--- config.mk ---
export PLATFORM = sky130hd
export DESIGN_NAME = shift_add_mult
export DESIGN_NICKNAME = d
export VERILOG_FILES = /design/src/rtl/mult_pkg.sv /design/src/rtl/mult_addcarry.sv /design/src/rtl/mult_ctrl.sv /design/src/rtl/shift_add_mult.sv
export SDC_FILE = /design/constraint.sdc
export NUM_CORES = 1
export LEC_CHECK = 0
export BUFFER_PORTS_ARGS = -buffer_cell sky130_fd_sc_hd__buf_4
export CAP_MARGIN = 20
export CELL_PAD_IN_SITES_DETAIL_PLACEMENT = 0
export CELL_PAD_IN_SITES_GLOBAL_PLACEMENT = 1
export CORE_MARGIN = 3
export CORE_UTILIZATION = 45
export DETAILED_ROUTE_END_ITERATION = 16
export PLACE_DENSITY_LB_ADDON = 0.1
export RECOVER_POWER = 100
export SYNTH_ARGS = -nofsm -noshare
export SYNTH_HDL_FRONTEND = slang
export SYNTH_SLANG_ARGS = --single-unit
--- constraint.sdc ---
create_clock -name clk -period 4.4 [get_ports clk]
set_clock_uncertainty 0.05 [all_clocks]
set_input_delay 0.22 -clock clk [delete_from_list [all_inputs] [get_ports clk]]
set_output_delay 0.22 -clock clk [all_outputs]
set_load 0.02 [all_outputs]
--- src/rtl/mult_pkg.sv ---
package mult_pkg;

    typedef enum logic {
        PH_IDLE = 1'b0,
        PH_RUN  = 1'b1
    } phase_e;

endpackage

--- src/rtl/mult_addcarry.sv ---
module mult_addcarry #(
    parameter int W = 8
) (
    input  logic [W-1:0] acc_hi,
    input  logic [W-1:0] addend,
    input  logic         add_en,
    output logic [W-1:0] sum,
    output logic         carry
);

    logic [W:0] wide;

    always_comb begin
        if (add_en) begin
            wide = {1'b0, acc_hi} + {1'b0, addend};
        end else begin
            wide = {1'b0, acc_hi};
        end
    end

    assign sum   = wide[W-1:0];
    assign carry = wide[W];

endmodule

--- src/rtl/mult_ctrl.sv ---
module mult_ctrl
    import mult_pkg::*;
#(
    parameter int ITER = 8
) (
    input  logic clk,
    input  logic rst_n,
    input  logic start,
    output logic load,
    output logic step,
    output logic busy,
    output logic done
);

    localparam int CNT_W = $clog2(ITER) + 1;

    typedef struct packed {
        phase_e           phase;
        logic [CNT_W-1:0] cnt;
        logic             done;
    } ctrl_t;

    ctrl_t st_d, st_q;

    always_comb begin
        st_d      = st_q;
        st_d.done = 1'b0;
        load      = 1'b0;
        step      = 1'b0;
        case (st_q.phase)
            PH_IDLE: begin
                if (start) begin
                    load       = 1'b1;
                    st_d.phase = PH_RUN;
                    st_d.cnt   = '0;
                end
            end
            PH_RUN: begin
                step     = 1'b1;
                st_d.cnt = st_q.cnt + 1'b1;
                if (st_q.cnt == CNT_W'(ITER - 1)) begin
                    st_d.phase = PH_IDLE;
                    st_d.done  = 1'b1;
                end
            end
            default: st_d.phase = PH_IDLE;
        endcase
    end

    always_ff @(posedge clk or negedge rst_n) begin
        if (!rst_n) begin
            st_q <= '{phase: PH_IDLE, cnt: '0, done: 1'b0};
        end else begin
            st_q <= st_d;
        end
    end

    assign busy = (st_q.phase == PH_RUN);
    assign done = st_q.done;

endmodule

--- src/rtl/shift_add_mult.sv ---
module shift_add_mult #(
    parameter int OP_W = 8
) (
    input  logic              clk,
    input  logic              rst_n,
    input  logic              start,
    input  logic [OP_W-1:0]   multiplicand,
    input  logic [OP_W-1:0]   multiplier,
    output logic              busy,
    output logic              done,
    output logic [2*OP_W-1:0] product
);

    localparam int PW = 2 * OP_W;

    typedef struct packed {
        logic [PW-1:0]   acc;
        logic [OP_W-1:0] mcand;
    } dp_t;

    dp_t dp_d, dp_q;

    logic            load, step;
    logic [OP_W-1:0] sum;
    logic            carry;

    mult_ctrl #(.ITER(OP_W)) u_ctrl (
        .clk   (clk),
        .rst_n (rst_n),
        .start (start),
        .load  (load),
        .step  (step),
        .busy  (busy),
        .done  (done)
    );

    mult_addcarry #(.W(OP_W)) u_add (
        .acc_hi (dp_q.acc[PW-1:OP_W]),
        .addend (dp_q.mcand),
        .add_en (dp_q.acc[0]),
        .sum    (sum),
        .carry  (carry)
    );

    always_comb begin
        dp_d = dp_q;
        if (load) begin
            dp_d.acc   = {{OP_W{1'b0}}, multiplier};
            dp_d.mcand = multiplicand;
        end else if (step) begin
            dp_d.acc = {carry, sum, dp_q.acc[OP_W-1:1]};
        end
    end

    always_ff @(posedge clk or negedge rst_n) begin
        if (!rst_n) begin
            dp_q <= '0;
        end else begin
            dp_q <= dp_d;
        end
    end

    assign product = dp_q.acc;

endmodule

# Word level (Yosys, flattened, before mapping)
# Cells that the tools add are included.
dict set report word_totals {
  output_inout_bits 18
  regBits 30
  in_bits 19
  elab_cells 22
}
dict set report classes {
  bitwise_logic 1
  mux 11
  addsub 2
  reduce_logical 1
  n_eq_ne 2
}
# op count
set ops {}
lappend ops {{$mux W16} 2}
lappend ops {{$pmux W5 S2} 1}
lappend ops {{$add A8 B8 Y9} 1}
lappend ops {{$mux W9} 1}
lappend ops {{$mux W1} 6}
lappend ops {{$mux W5} 1}
lappend ops {{$add A4 B1 Y4 const B} 1}
lappend ops {{$eq A4 B3 Y1 const B} 1}
lappend ops {{$ne A2 B2 Y1 const B} 1}
lappend ops {{$reduce_bool A2 Y1} 1}
lappend ops {{$not A1 Y1} 1}

# Depth between registers and ports, before layout
# Gate-level depths: netlist of the first run.
dict set report logic_depth {
  depth_word 4
  ltp_mapped 7
  ltp_nobuf 7
}

# Modules after synthesis
# A second synthesis of the first run with hierarchy kept.
dict set report unflattened {
  cells_unflattened 185
  area_unflattened_um2 1938.1
}
# module cells_each area_each_um2 n_inst seq_area_each_um2
set modules_own_cells {}
lappend modules_own_cells {shift_add_mult 94 1157.4 1 600.6}
lappend modules_own_cells {mult_addcarry 65 483.0 1 0.0}
lappend modules_own_cells {mult_ctrl 26 297.8 1 150.1}

# Least setup slack after synthesis of the first run
# Ideal clock, no wire load.
dict set report synth_path {
  kind {reg2reg}
  from {register dp_q (netlist bit product[8])}
  to {register dp_q (netlist bit product[15])}
  t_required_ns 4.230
  path_slack_ns 2.619
  stages_incl_launch_ff 8
  t_arrival_ns 1.611
  n_path_buf 0
  period_less_slack_ns 1.781
  setup_ns 0.120
  path_cell_list {dfrtp_1 ha_1 inv_1 fa_1 nor2b_4 o31a_1 o22a_1 a31o_1}
}
dict set report synth_via {
  elab_chain_len 4
}
# element line
set synth_rtl {}
lappend synth_rtl {{from (decl)} shift_add_mult.sv:21} ;# dp_t dp_d, dp_q;
lappend synth_rtl {{from (signal assigned)} shift_add_mult.sv:59} ;# dp_q <= dp_d;
lappend synth_rtl {{$add A8 B8 Y9} mult_addcarry.sv:15} ;# wide = {1'b0, acc_hi} + {1'b0, addend};
lappend synth_rtl {{$mux W9} mult_addcarry.sv:14} ;# if (add_en) begin
lappend synth_rtl {{$mux W16} shift_add_mult.sv:50} ;# end else if (step) begin
lappend synth_rtl {{$mux W16} shift_add_mult.sv:47} ;# if (load) begin
# Every way passes these cells. The select of a mux whose other input is x is not followed.
# A chain may end at the register's enable or synchronous reset.

# Worst setup path in the final report of the first run
dict set report layout_path {
  from {register u_ctrl.st_q (netlist bit u_ctrl.busy)}
  to {register dp_q (netlist bit product[15])}
}
dict set report layout_via {
  elab_chain_len 2
  elab_cells_between_ends 4
  cone_classes {3 x mux; 1 x reduce/logical}
}
# element line
set layout_rtl {}
lappend layout_rtl {{from (decl)} mult_ctrl.sv:23} ;# ctrl_t st_d, st_q;
lappend layout_rtl {{from (signal assigned)} mult_ctrl.sv:52} ;# st_q <= '{phase: PH_IDLE, cnt: '0, done: 1'b0};
lappend layout_rtl {{from (signal assigned)} mult_ctrl.sv:54} ;# st_q <= st_d;
lappend layout_rtl {{$mux W1} mult_ctrl.sv:30} ;# case (st_q.phase)
lappend layout_rtl {{$mux W16 / $reduce_bool A2 Y1 (equally long branches)} --}
# Parallel ways exist; a longest one is shown, timed or not.

==> summary.txt, run 1 <==
Floorplanning
  – Die extent in y: 68.2 um
  – I/O pin count: 37
  – Die width: 68.2 um
  – Core Region: 3520 um^2
  – Std-Cell Rows: 21
  – Starting density of the core: 0.495
  – Die area: 4650 um^2

Drt
  – Residual DRC count: 0
  – TritonRoute pass-1 iters: 4
  – Via/cell ratio: 5.39
  – Drt wl/cell: 15.2 um
  – Routed WL: 3600 um
  – Routed Antenna Nets: 0
  – Iter 0 DRT Violations: 116
  – DR vias: 1271

Finish
  – Final net count: 218
  – Share of layout cells above drive strength 1: 0.189
  – Register area: 751 um^2
  – Fillers: 325
  – Synth-to-Final Area Change: 14.5%
  – Area of the multi-input gates: 808 um^2
  – Design Area, Final: 1990 um^2
  – N_diodes: 0

Yosys
  – Cell Area, Synth: 1740 um^2
  – FFs w/ async S/R, synth: 1.00
  – Synth warn: 0
  – Biggest area consumer among synthesized cells: dfrtp_1
  – Yosys cell types: 39
  – Number of synthesized register bits: 30
  – Synth cell count leaders: 30 x dfrtp_1, 16 x buf_4, 15 x nand2_1, 15 x o21ai_0, 10 x mux2i_1
  – Mean Syn Cell Area: 10.5 um^2
  – Count leader, synth: dfrtp_1
  – Top post-synthesis cells by area: dfrtp_1 43%, buf_4 6.9%, ha_1 6.5%
  – Syn_nets: 195
  – Synth top area share: 0.431
  – Seq/Total Area, Yosys: 0.431
  – Dominant synthesized flop cell: dfrtp_1
  – Post-synth EDFFs: 0
  – Post-Syn Instances: 166

Placed design
  – PortBufs: 36
  – DP Area: 1930 um^2
  – DPL Wire Length: 2510 um
  – GP Congestion: 0.839

Clock network
  – TritonCTS Sinks: 30
  – Clock root buffer: clkbuf_8
  – Clock Tree Buf Depth: 2
  – Inserted Clock Buffers: 5
  – Clk_lat worst skew: 280 ps
  – CTS HTree Levels: 2
  – CTS tree: done
  – CTS clk-pin slew, worst paths: 70 ps
  – Resized cells post-CTS: 0

Worst setup path
  – Worst Path Max Fanout: 35
  – Critical Path Max Stage Delay: 980 ps
  – Worst-path cell chain: clkbuf_1 -> nor2_1 -> a32oi_1 -> nand2_1 -> a31o_1
  – Critical path's slowest cell: clkbuf_1
  – CP arrival: 2660 ps
  – Critical path launch point type: register
  – WP data required: 4520 ps
  – CP Class: reg -> reg
  – Worst Setup End Kind: register
  – R2r setup slk: 1860 ps

GRT
  – First-pass GRT wire length: 5820 um
  – Initial antenna violation count: 0
  – Congestion Overflow GR: 0
  – Largest net degree at the start of global routing: 36
  – Total GRT Usage: 0.172
  – Vias in the first global route: 1269

Timing
  – Slew headroom: -0.112
  – RSZ-0062 raised after global routing: no
  – Slew at the pin with the worst max-slew slack: 1670 ps
  – Final Hold Fails: 0
  – Fin Setup TNS: 0 ps
  – # setup viols final: 0
  – Max Clock Freq: 394 MHz
  – Period utilisation layout: 0.577
  – Final Max Tran Viols: 31
  – Min Tclk post-route: 2540 ps

Run status
  – Violated checks: max-capacitance violations, max-slew violations
  – Outcome: finished, violations left

Pwr
  – Sequential share of power: 0.311
  – Max VDD drop: 0.439 mV
  – PD cells: 843 nW/um^2
  – Total internal power: 0.00100 W
  – Psw: 0.000679 W
  – Leakage Power: 0.930 nW
  – Power share of the clock group: 0.209
  – Tot Pwr: 0.00168 W
  – Comb pwr share: 0.479
  – Sw Ratio: 0.404

Flow run
  – Max-Cap Viols: 1

Hold path
  – Hold crit path type: in -> reg
## worst paths after layout
path                                             from                       to  cells past startpoint
setup / recovery                u_ctrl.busy$_DFF_PN0_  product[15]$_DFFE_PN0P_                      5
hold / removal                        multiplicand[1]      dp_q[1]$_DFFE_PN0P_                      3
setup reg to reg                u_ctrl.busy$_DFF_PN0_  product[15]$_DFFE_PN0P_                      5
hold reg to reg            u_ctrl.st_q[4]$_DFFE_PN0P_    u_ctrl.done$_DFF_PN0_                      1
max in group asynchronous                       rst_n      dp_q[3]$_DFFE_PN0P_                      2
min in group asynchronous                       rst_n      dp_q[5]$_DFFE_PN0P_                      2
## power by group through the flow
stage | Sequential (W) | Combinational (W) | Clock, W
5_1_grt | 0.000543 | 0.000910 | 0.000367
6_report | 0.000523 | 0.000806 | 0.000352
3_5_place_dp | 0.000530 | 0.000868 | 0
3_3_place_gp | 0.000522 | 0.000860 | 0
2_1_floorplan | 0.000495 | 0.000742 | 0
4_1_cts | 0.000526 | 0.000883 | 0.000360
## per-layer routing
layer / vias up / share of wire / GRT usage
li1: 620 / - / -
met5: - / 0 / 0
met3: 6 / 0.067 / 0.0591
met1: 603 / 0.45 / 0.222
met2: 42 / 0.47 / 0.272
met4: 0 / 0.011 / 0.0521
## critical path: cells and delay by family, from the launching register on
kind,cells,cell delay (ps)
AO/OA/AOI/OAI,2,480
buffers and inverters,1,980
flip-flops,1,340
AND/OR/NAND/NOR,2,570
## state kept, by name (all words and copies together) (netlist names)
name         cells
dp_q             8
u_ctrl.st_q      4
product         16
u_ctrl.done      1
u_ctrl.busy      1
## stage by stage
stage                     std cells  utilization  hold WS [ps]  worst slack (ps)
after floorplan                 166            -          -126              2620
after global placement          227        0.547           119              2560
after detailed placement        227        0.547           128              2500
after CTS                       236        0.591          80.5              2480
after global routing            236        0.566          97.7              1660
final                           236        0.566          86.9              1860
## logic make-up after synthesis
logic type	count (synthesis)	share of synthesized area
AOI/OAI and AO/OA	43	0.165
and+or+nand+nor	33	0.0999
DFF	30	0.431
buffers and inverters	28	0.0991
muxes	18	0.109
adders and majority gates	10	0.0762
xor gates and xnor gates	4	0.0201
## cells in the final DEF, fill, tap and decap left out
cell type      count
dfrtp_1           30
clkbuf_1          20
buf_4             17
o21ai_0           16
nand2_1           15
mux2i_1           10
ha_1               9
mux2_2             8
inv_1              6
clkbuf_8           6
nor2_1             5
a21oi_1            5
xnor2_1            3
nor2b_1            3
a22oi_1            3
a22o_1             3
nand3_1            3
nor3b_1            2
o211ai_1           2
a211oi_1           2
a32oi_1            2
bufinv_16          2
a211oi_2           1
o21ai_1            1
nor2b_4            1
o21a_1             1
o31a_1             1
o21ba_1            1
a21o_1             1
xor2_1             1
o31ai_1            1
nor3_1             1
and3_1             1
or3b_1             1
or2_2              1
o22a_1             1
a31o_1             1
o221ai_1           1
fa_1               1
dlygate4sd3_1      1
## repair_timing
item                      4_1_cts  5_1_grt
hold endpoints to repair       30        0
hold buffers                    1        0
buffers inserted                0        0
## cell type report
cell class	count	share of cell area
Sequential cell	30	0.376
Multi-Input combinational cell	108	0.405
Inverter	6	0.0113
Timing Repair Buffer	38	0.107
Tap cell	46	0.0289
Clock inverter	2	0.0301
Clock buffer	6	0.0414
No activity file was read; power rests on OpenSTA's default activity.
==> run 2: changes to the inputs <==
ABC_AREA = 1   (was default)
CORE_UTILIZATION = 39   (was 45)
clock period = 2.5 ns   (was 4.4 ns; I/O delays follow)
==> summary.txt, run 2 <==
Yosys
  – Biggest area consumer among synthesized cells: dfrtp_1
  – FFs w/ async S/R, synth: 1.00 (unchanged)
  – Seq/Total Area, Yosys: 0.431 (about the same)
  – Syn_nets: 249 (+28%)
  – Number of synthesized register bits: 30 (unchanged)
  – Synth top area share: 0.431 (about the same)
  – Yosys cell types: 23 (-41%)
  – Count leader, synth: nand2_1
  – Cell Area, Synth: 1740 um^2 (about the same)
  – Dominant synthesized flop cell: dfrtp_1
  – Mean Syn Cell Area: 7.92 um^2 (-24%)
  – Synth warn: 0 (unchanged)
  – Top post-synthesis cells by area: dfrtp_1 43%, nand2_1 17%, buf_4 7.3%
  – Post-Syn Instances: 220 (+33%)
  – Post-synth EDFFs: 0 (unchanged)
  – Synth cell count leaders: 79 x nand2_1, 30 x dfrtp_1, 19 x inv_1

Finish
  – Synth-to-Final Area Change: 15.9%
  – N_diodes: 0 (unchanged)
  – Fillers: 430 (+32%)
  – Max FFs per register: 16 (unchanged)
  – Commonest non-fill, non-tap cell in the layout: nand2_1
  – Share of layout cells above drive strength 1: 0.0992 (-0.0903)
  – Design Area, Final: 2020 um^2 (+1.3%)
  – Final net count: 280 (+28%)
  – Most frequent cells in the layout: 79 x nand2_1, 30 x dfrtp_1, 21 x inv_1, 21 x clkbuf_1, 17 x buf_4

Clock network
  – Clock Tree Buf Depth: 2 (unchanged)
  – Post-CTS setup buffer count: 0 (unchanged)
  – Resized cells post-CTS: 0 (unchanged)
  – CTS clk-pin slew, worst paths: 70 ps (about the same)
  – CTS tree: done
  – Clk_lat worst skew: 280 ps (about the same)
  – TritonCTS Sinks: 30 (unchanged)
  – Inserted Clock Buffers: 5 (unchanged)
  – CTS HTree Levels: 2 (unchanged)
  – Clock root buffer: clkbuf_8

Worst setup path
  – FF-to-FF End: product[7]$_DFFE_PN0P_
  – CP arrival: 2090 ps (-570 ps)
  – R2R depth: 4 (-1)
  – Worst Setup End Kind: register
  – R2r setup slk: 550 ps (-1310 ps)
  – CP Class: reg -> reg
  – CP endpoint: product[7]$_DFFE_PN0P_
  – CP startpoint: u_ctrl.busy$_DFF_PN0_
  – WP data required: 2640 ps (-1880 ps)
  – Worst Path Max Fanout: 16 (-54%)
  – Critical path launch point type: register
  – Worst r2r src: u_ctrl.busy$_DFF_PN0_

Placed design
  – GP Congestion: 0.789 (-5.9%)
  – DP Area: 1930 um^2 (+0.39%)
  – PortBufs: 36 (unchanged)
  – DPL Wire Length: 2840 um (+13%)

Drt
  – Residual DRC count: 0 (unchanged)
  – Routed Antenna Nets: 0 (unchanged)
  – Routed WL: 3970 um (+10%)
  – DR vias: 1479 (+16%)
  – Drt wl/cell: 13.2 um (-14%)
  – Via/cell ratio: 4.90 (-9.1%)
  – TritonRoute pass-1 iters: 5 (+1)
  – Iter 0 DRT Violations: 104 (-10%)

Pwr
  – PD cells: 1370 nW/um^2 (+63%)
  – Psw: 0.00129 W (+91%)
  – Power share of the clock group: 0.147 (-0.062)
  – Max VDD drop: 0.489 mV (+11%)
  – Total internal power: 0.00148 W (+47%)
  – Leakage Power: 1.05 nW (+13%)
  – Sequential share of power: 0.343 (+0.032)
  – Sw Ratio: 0.467 (+0.0633)
  – Comb pwr share: 0.510 (+0.031)

Floorplanning
  – Die extent in y: 72.9 um (+6.8%)
  – Die area: 5310 um^2 (+14%)
  – Die width: 72.9 um (+6.8%)
  – Core Region: 4140 um^2 (+18%)
  – I/O pin count: 37 (unchanged)
  – Starting density of the core: 0.421 (-0.0741)
  – Std-Cell Rows: 23 (+9.5%)

GRT
  – Busiest grt layer: met2
  – Total GRT Usage: 0.157 (-0.0149)
  – Met3 Use GR: 0.0482 (-0.0109)
  – Met1 usage: 0.203 (-0.0191)
  – First-pass GRT wire length: 6440 um (+11%)
  – Largest net degree at the start of global routing: 31 (-14%)
  – Vias in the first global route: 1408 (+11%)
  – M2 GR Usage: 0.249 (-0.0225)
  – Initial antenna violation count: 0 (unchanged)
  – Congestion Overflow GR: 0 (unchanged)

Timing
  – Final Hold Fails: 0 (unchanged)
  – Slew at the pin with the worst max-slew slack: 1650 ps (-12.8 ps)
  – Max Clock Freq: 512 MHz (+30%)
  – RSZ-0062 raised after global routing: no
  – Slew headroom: -0.103 (+0.00854)
  – Final Max Tran Viols: 31 (unchanged)
  – # setup viols final: 0 (unchanged)
  – Period utilisation layout: 0.782 (+0.204)
  – Min Tclk post-route: 1950 ps (-587 ps)
  – Fin Setup TNS: 0 ps (unchanged)

Run status
  – Outcome: finished, violations left
  – Violated checks: max-capacitance violations, max-slew violations

Hold path
  – Hold crit path type: in -> reg
  – Cell count of the worst hold path: 3 (unchanged)

Flow run
  – Max-Cap Viols: 1 (unchanged)
## run 2: final cells by class
class / count / area (um^2) / share of cell area
repair buffers: 44 / 273 / 0.135
multi-input cells: 149 / 764 / 0.378
inverters: 21 / 78.8 / 0.0390
well taps: 50 / 62.6 / 0.0310
clock buffers: 7 / 86.3 / 0.0427
clock inverters: 1 / 5.00 / 0.00248
flip-flops and latches: 30 / 751 / 0.372
## run 2: kinds of logic (layout without fill, tap and decap cells)
group,Yosys count,in the layout,share of synthesized area
XOR/XNOR,3,3,0.0151
flip-flops,30,30,0.431
AO/OA/AOI/OAI,22,22,0.0826
buffers and inverters,41,73,0.131
adder cells (fa/ha/maj),10,10,0.0761
AND/OR/NAND/NOR,114,114,0.265
## run 2: how the worst min path moves through the flow
stage,from,slack [ps],end
floorplan,rst_n,-220,dp_q[0]$_DFFE_PN0P_
global placement,rst_n,30,product[12]$_DFFE_PN0P_
detailed placement,rst_n,30,product[12]$_DFFE_PN0P_
CTS,multiplier[4],0.4,product[4]$_DFFE_PN0P_
global route,multiplicand[2],2,dp_q[2]$_DFFE_PN0P_
finish,multiplier[5],6,product[5]$_DFFE_PN0P_
## run 2: metal layers
layer | routed length, um | up-vias
met2 | 1770 | 41
li1 | - | 752
met3 | 219 | 10
met5 | 0 | -
met1 | 1910 | 676
met4 | 71 | 0
## run 2: repair_timing
| item | 4_1_cts | 5_1_grt |
|---|---|---|
| endpoints found under the hold margin | 36 | 0 |
| endpoints found under the setup margin | 0 | 0 |
| hold buffers | 7 | 0 |
## run 2: worst max-delay path, stage by stage (launching register included)
cell	delay (ps)
dfrtp_1	560
nor2_1	160
clkbuf_1	610
inv_1	240
o221ai_1	240
## run 2: through the flow
step                hold WS (ps)  instances   util  power [W]  setup slack [ps]
finish                      6.04        302  0.488    0.00277               546
global route                1.85        302  0.488    0.00304               328
CTS                        0.412        302  0.506    0.00292               760
detailed placement          30.9        287  0.467    0.00248               763
global placement            29.1        287  0.467    0.00246               831
floorplan                   -221        220      -    0.00217               906
## run 2: power groups by stage
stage          clock [W]  combinational, W  sequential (W)
2_1_floorplan          0           0.00129        0.000880
3_3_place_gp           0           0.00151        0.000953
3_5_place_dp           0           0.00152        0.000961
4_1_cts         0.000420           0.00154        0.000954
5_1_grt         0.000437           0.00162        0.000986
6_report        0.000408           0.00141        0.000951
